## config.mk

```make
export PLATFORM = sky130hd
export DESIGN_NAME = fft16_r22sdf
export DESIGN_NICKNAME = d
export VERILOG_FILES = /design/src/rtl/fft16_r22sdf.sv
export SDC_FILE = /design/constraint.sdc
export NUM_CORES = 2
export LEC_CHECK = 0
export BUFFER_PORTS_ARGS = -buffer_cell sky130_fd_sc_hd__buf_2
export CAP_MARGIN = 30
export CELL_PAD_IN_SITES_DETAIL_PLACEMENT = 1
export CELL_PAD_IN_SITES_GLOBAL_PLACEMENT = 1
export CORE_MARGIN = 2
export CORE_UTILIZATION = 48
export CTS_CLUSTER_SIZE = 14
export DETAILED_ROUTE_END_ITERATION = 10
export PLACE_DENSITY = 0.84
export SYNTH_ARGS = -nofsm -noshare
export SYNTH_HDL_FRONTEND = slang
export SYNTH_SLANG_ARGS = --single-unit
```

## constraint.sdc

```tcl
create_clock -name clk -period 29.6 [get_ports clk]
set_input_delay 4.44 -clock clk [delete_from_list [all_inputs] [get_ports clk]]
set_output_delay 4.44 -clock clk [all_outputs]
set_load 0.02 [all_outputs]
```

## src/rtl/fft16_r22sdf.sv

```systemverilog
module fft16_r22sdf #(
  parameter int W = 16
) (
  input  logic                clk,
  input  logic                rst,
  input  logic                in_start,
  input  logic signed [W-1:0] in_re,
  input  logic signed [W-1:0] in_im,
  output logic signed [W-1:0] out_re,
  output logic signed [W-1:0] out_im,
  output logic                out_valid,
  output logic                out_sof
);
  localparam int N  = 16;
  localparam int LG = $clog2(N);
  localparam int CW = 16;
  localparam int CF = CW - 2;
  localparam int PW = W + CW + 1;

  logic [LG-1:0] cnt_q, cnt;
  logic          run_q, frame_end;
  logic signed [W-1:0] sin_re [LG];
  logic signed [W-1:0] sin_im [LG];
  logic signed [W-1:0] sout_re [LG];
  logic signed [W-1:0] sout_im [LG];

  assign cnt       = in_start ? '0 : cnt_q;
  assign frame_end = (run_q | in_start) && (cnt == '1);

  generate
    for (genvar s = 0; s < LG; s++) begin : g_st
      localparam int D = N >> (s + 1);
      logic signed [W-1:0] dl_re [D];
      logic signed [W-1:0] dl_im [D];
      logic signed [W:0]   xr, xi;
      logic signed [W+1:0] sr, si, dr, di;
      logic sel, rot;

      assign sel = cnt[LG-1-s];
      if (s % 2 == 1) begin : g_rot
        assign rot = sel & ~cnt[LG-s];
      end else begin : g_plain
        assign rot = 1'b0;
      end

      always_comb begin
        xr = rot ? {sin_im[s][W-1], sin_im[s]} : {sin_re[s][W-1], sin_re[s]};
        xi = rot ? -{sin_re[s][W-1], sin_re[s]} : {sin_im[s][W-1], sin_im[s]};
        sr = {dl_re[D-1][W-1], dl_re[D-1][W-1], dl_re[D-1]} + {xr[W], xr};
        si = {dl_im[D-1][W-1], dl_im[D-1][W-1], dl_im[D-1]} + {xi[W], xi};
        dr = {dl_re[D-1][W-1], dl_re[D-1][W-1], dl_re[D-1]} - {xr[W], xr};
        di = {dl_im[D-1][W-1], dl_im[D-1][W-1], dl_im[D-1]} - {xi[W], xi};
      end

      assign sout_re[s] = sel ? W'(sr >>> 1) : dl_re[D-1];
      assign sout_im[s] = sel ? W'(si >>> 1) : dl_im[D-1];

      always_ff @(posedge clk) begin
        if (rst) begin
          for (int j = 0; j < D; j++) begin
            dl_re[j] <= '0;
            dl_im[j] <= '0;
          end
        end else begin
          dl_re[0] <= sel ? W'(dr >>> 1) : sin_re[s];
          dl_im[0] <= sel ? W'(di >>> 1) : sin_im[s];
          for (int j = 1; j < D; j++) begin
            dl_re[j] <= dl_re[j-1];
            dl_im[j] <= dl_im[j-1];
          end
        end
      end
    end
  endgenerate

  logic [1:0] tm, tq;
  logic [3:0] te;
  logic signed [CW-1:0] tc, ts;
  logic signed [PW-1:0] ar, ai, cc, ss, pr, pi;

  assign tm = cnt[1:0];
  assign tq = cnt[3:2] + 2'd1;
  assign te = {2'b00, tm} * {2'b00, tq[0], tq[1]};

  always_comb begin
    case (te)
      4'd1:    begin tc = 16'sd15137;  ts = 16'sd6270;   end
      4'd2:    begin tc = 16'sd11585;  ts = 16'sd11585;  end
      4'd3:    begin tc = 16'sd6270;   ts = 16'sd15137;  end
      4'd4:    begin tc = 16'sd0;      ts = 16'sd16384;  end
      4'd6:    begin tc = -16'sd11585; ts = 16'sd11585;  end
      4'd9:    begin tc = -16'sd15137; ts = -16'sd6270;  end
      default: begin tc = 16'sd16384;  ts = 16'sd0;      end
    endcase
  end

  assign ar = PW'(sout_re[1]);
  assign ai = PW'(sout_im[1]);
  assign cc = PW'(tc);
  assign ss = PW'(ts);
  assign pr = ar * cc + ai * ss;
  assign pi = ai * cc - ar * ss;

  assign sin_re[0] = in_re;
  assign sin_im[0] = in_im;
  assign sin_re[1] = sout_re[0];
  assign sin_im[1] = sout_im[0];
  assign sin_re[2] = W'(pr >>> CF);
  assign sin_im[2] = W'(pi >>> CF);
  assign sin_re[3] = sout_re[2];
  assign sin_im[3] = sout_im[2];

  always_ff @(posedge clk) begin
    if (rst) begin
      cnt_q     <= '0;
      run_q     <= 1'b0;
      out_re    <= '0;
      out_im    <= '0;
      out_valid <= 1'b0;
      out_sof   <= 1'b0;
    end else begin
      cnt_q     <= cnt + 1'b1;
      run_q     <= run_q | in_start;
      out_re    <= sout_re[LG-1];
      out_im    <= sout_im[LG-1];
      out_sof   <= frame_end;
      out_valid <= out_valid | frame_end;
    end
  end

  a_r1_clear_after_reset: assert property (@(posedge clk) disable iff (rst)
    $past(rst) |-> (!out_valid && !out_sof && out_re == '0 && out_im == '0));

  a_r6_valid_sticky: assert property (@(posedge clk) disable iff (rst)
    out_valid |=> out_valid);

  a_r6_valid_rises_with_sof: assert property (@(posedge clk) disable iff (rst)
    $rose(out_valid) |-> out_sof);

  a_r7_sof_inside_valid: assert property (@(posedge clk) disable iff (rst)
    out_sof |-> out_valid);
endmodule

```

==> results.json <==
{
  "numPortBuffers": 68,
  "crit_fanout": 14,
  "setup_tns_ps": 0,
  "cpMostUsedCell": "fa_1",
  "post-dp-hpwl_mm": 171.3,
  "cp_slowest_cell": "nor4_1",
  "die_h_um": 369.7,
  "drtPass1Iterations": 5,
  "globalplace.congestion": 1.016,
  "fin_ws_ps": 6922,
  "h-tree-depth": 2,
  "setup_violations": 0,
  "worst_setup_path_end_kind": "flip-flop",
  "grt_max_degree": 205,
  "overflow": 0,
  "synth_cells": 7195,
  "synth_warnings": 0,
  "hold_viol_final": 0,
  "crit_required_ps": 30190,
  "dieArea_mm2": 0.1367,
  "hold_buffers": 0,
  "hold_class": "reg -> reg",
  "slew_headroom_pct": 21.98,
  "yosys-top-cells-area": "fa_1, dfxtp_1, ha_1, inv_1, nor2_1",
  "ctsResizeCount": 0,
  "grt_use_total_pct": 31.86,
  "hold-worst-slack_ps": 382.4,
  "die_w_um": 369.7,
  "synth-edff-count": 0,
  "cts_tree": "yes",
  "synth_top_area_cell": "fa_1",
  "rows": 134,
  "synth.avg_cell_area_um2": 8.923,
  "post-cts-setup-buffers": 0,
  "grt_pass1_vias": 55910,
  "fmax_mhz": 44.10,
  "critPathArrivalTime_ps": 23270,
  "core-area_mm2": 0.1331,
  "synth.distinct_cells": 94,
  "nets": 8791,
  "vias": 49930,
  "pre_cts_ws_ps": 6722,
  "p_total_mw": 2.032,
  "start_kind": "input port",
  "p_leak_nw": 33.43,
  "peakVddDrop_v": 0.00006338,
  "cts_root_buf": "clkbuf_16",
  "yosys_register_bits": 519,
  "fin_skew_ps": 69.02,
  "clk_pin_slew_ps": 60,
  "syn_area_mm2": 0.06420,
  "wirelength_mm": 214.3,
  "pin_count": 69,
  "ys_seq_area_share_pct": 16.18,
  "finalCritPeriodShare_pct": 76.61,
  "cts_inserted_buffers": 56,
  "critPathKind": "in -> reg",
  "powerDensity_mw_per_mm2": 29.68,
  "clock-sinks": 519,
  "drtIter0Drc": 3372,
  "drive_above_1_share_pct": 4.965,
  "synth_ff_type": "dfxtp_1",
  "async_flop_share_pct": 0,
  "antenna_left": 0,
  "vias_per_cell": 5.585,
  "finalCriticalPeriod_ps": 22680,
  "rsz0062_at_grt": "false",
  "antenna_found_initial": 3,
  "syn_nets": 8863,
  "fill_cells": 15530,
  "syn_to_final_growth_pct": 6.650,
  "postLayoutCoreUtil_pct": 51.43,
  "drc": 0,
  "synth_top_cell_area_share_pct": 33.68,
  "slew_violations": 0,
  "outcome": "finished clean",
  "grt_pass1_wl_mm": 330.5,
  "clockBufferDepth": 3,
  "cap_violations": 0,
  "initial_core_util_pct": 48.22,
  "crit_path_max_incr_delay_ps": 780,
  "insertion_delay_ps": 690,
  "wl_per_cell_um": 23.97,
  "tightest_slew_ps": 1170
}
==> area by class of cell <==
type,instances,area [um2],area share (%)
inverter,1394,5234,7.644
timing repair buffer,171,1164,1.700
clock inverter,26,357.8,0.5227
tap,1768,2212,3.231
sequential,519,10390,15.18
clock buffer,79,1598,2.334
antenna,2,5.005,0.007310
multi-input combinational,4981,47510,69.39
==> kinds of logic after synthesis <==
kind of cell	Yosys count	synth area share [%]
AO/OA/AOI/OAI	952	9.577
XOR/XNOR	290	4.021
adder cells (fa/ha/maj)	1633	44.46
buffers and inverters	1695	9.926
flip-flops	519	16.18
multiplexers	54	0.9511
AND/OR/NAND/NOR	2052	14.88
==> path summary, 6_finish.rpt <==
check,from,slack (ps),depth (start not counted),to
worst max-delay path,in_re[2],6920,66,g_st[3].dl_im[0][15]
worst min-delay path,g_st[1].dl_re[2][8],380,1,g_st[1].dl_re[3][8]
worst max register to register,g_st[0].dl_re[1][48],10410,65,g_st[3].dl_im[0][15]
worst min register to register,g_st[1].dl_re[2][8],380,1,g_st[1].dl_re[3][8]
==> cells in the final DEF (no fill, tap or decap), types with 16 or more instances in the layout <==
master and count:
a211oi_1 82, a21o_1 48, a21oi_1 334, a31oi_1 40, and2_1 33, and3_1 25
buf_2 67, buf_4 99, clkbuf_16 56, dfxtp_1 519, fa_1 1080, ha_1 551
inv_1 1387, mux2_2 16, mux2i_1 32, nand2_1 635, nand2b_1 48, nand3_1 45
nor2_1 652, nor2b_1 392, nor3_1 81, nor4_1 16, o211ai_1 19, o21a_1 34
o21ai_0 151, o21bai_1 41, o31ai_1 25, or2_2 22, or3_1 37, xnor2_1 233
xor2_1 54
==> power by group <==
group,leakage (nW),switching [mW],internal (mW)
Clock,0.933,0.320,0.418
Sequential,4.21,0.0159,0.726
Combinational,28.3,0.345,0.206
==> synth_stat cells (15+ instances only) <==
cell      number
inv_1       1390
o21bai_1      41
nand2_1      636
and2_1        33
nor2_1       655
nor2b_1      392
buf_1         30
ha_1         553
or3_1         37
mux2i_1       34
nor4_1        16
mux2_2        16
nand4_1       15
dfxtp_1      519
o21ai_0      152
or2_2         22
nor3_1        81
nand2b_1      52
xnor2_1      233
a31oi_1       40
a211oi_1      82
o21a_1        34
o31ai_1       26
clkbuf_1     268
a21o_1        48
nand3_1       45
fa_1        1080
and3_1        25
o31a_1        15
o211ai_1      19
xor2_1        54
a21oi_1      338
==> registers in the layout, indices dropped and copies added, names as in the netlist <==
| signal | cells |
|---|---|
| out_sof | 1 |
| out_re | 16 |
| cnt_q | 4 |
| g_st.dl_im | 240 |
| out_valid | 1 |
| run_q | 1 |
| g_st.dl_re | 240 |
| out_im | 16 |
==> metrics by stage <==
step	instance area, um2	cells
floorplan	64200	7195
global route	68460	8939
finish	68470	8940
CTS	68460	8938
detailed placement	66510	8833
global placement	66460	8830
==> critical path: cells and delay by family <==
family	cells	cell delay (ps)
compound gates	16	4990
xor+xnor	3	930
fa+ha+maj	13	5800
buf+inv	8	700
mux	3	660
simple gates	23	5740
==> layer usage <==
layer  up-vias  global-route usage, %  share of wire, %
met4         4                  18.24               7.0
met1     25630                  39.21                39
met3       537                  6.549               7.3
met2      1640                  52.03                47
met5         -                      0             0.011
li1      22110                      -                 -
(Power assumes the default switching activity.)
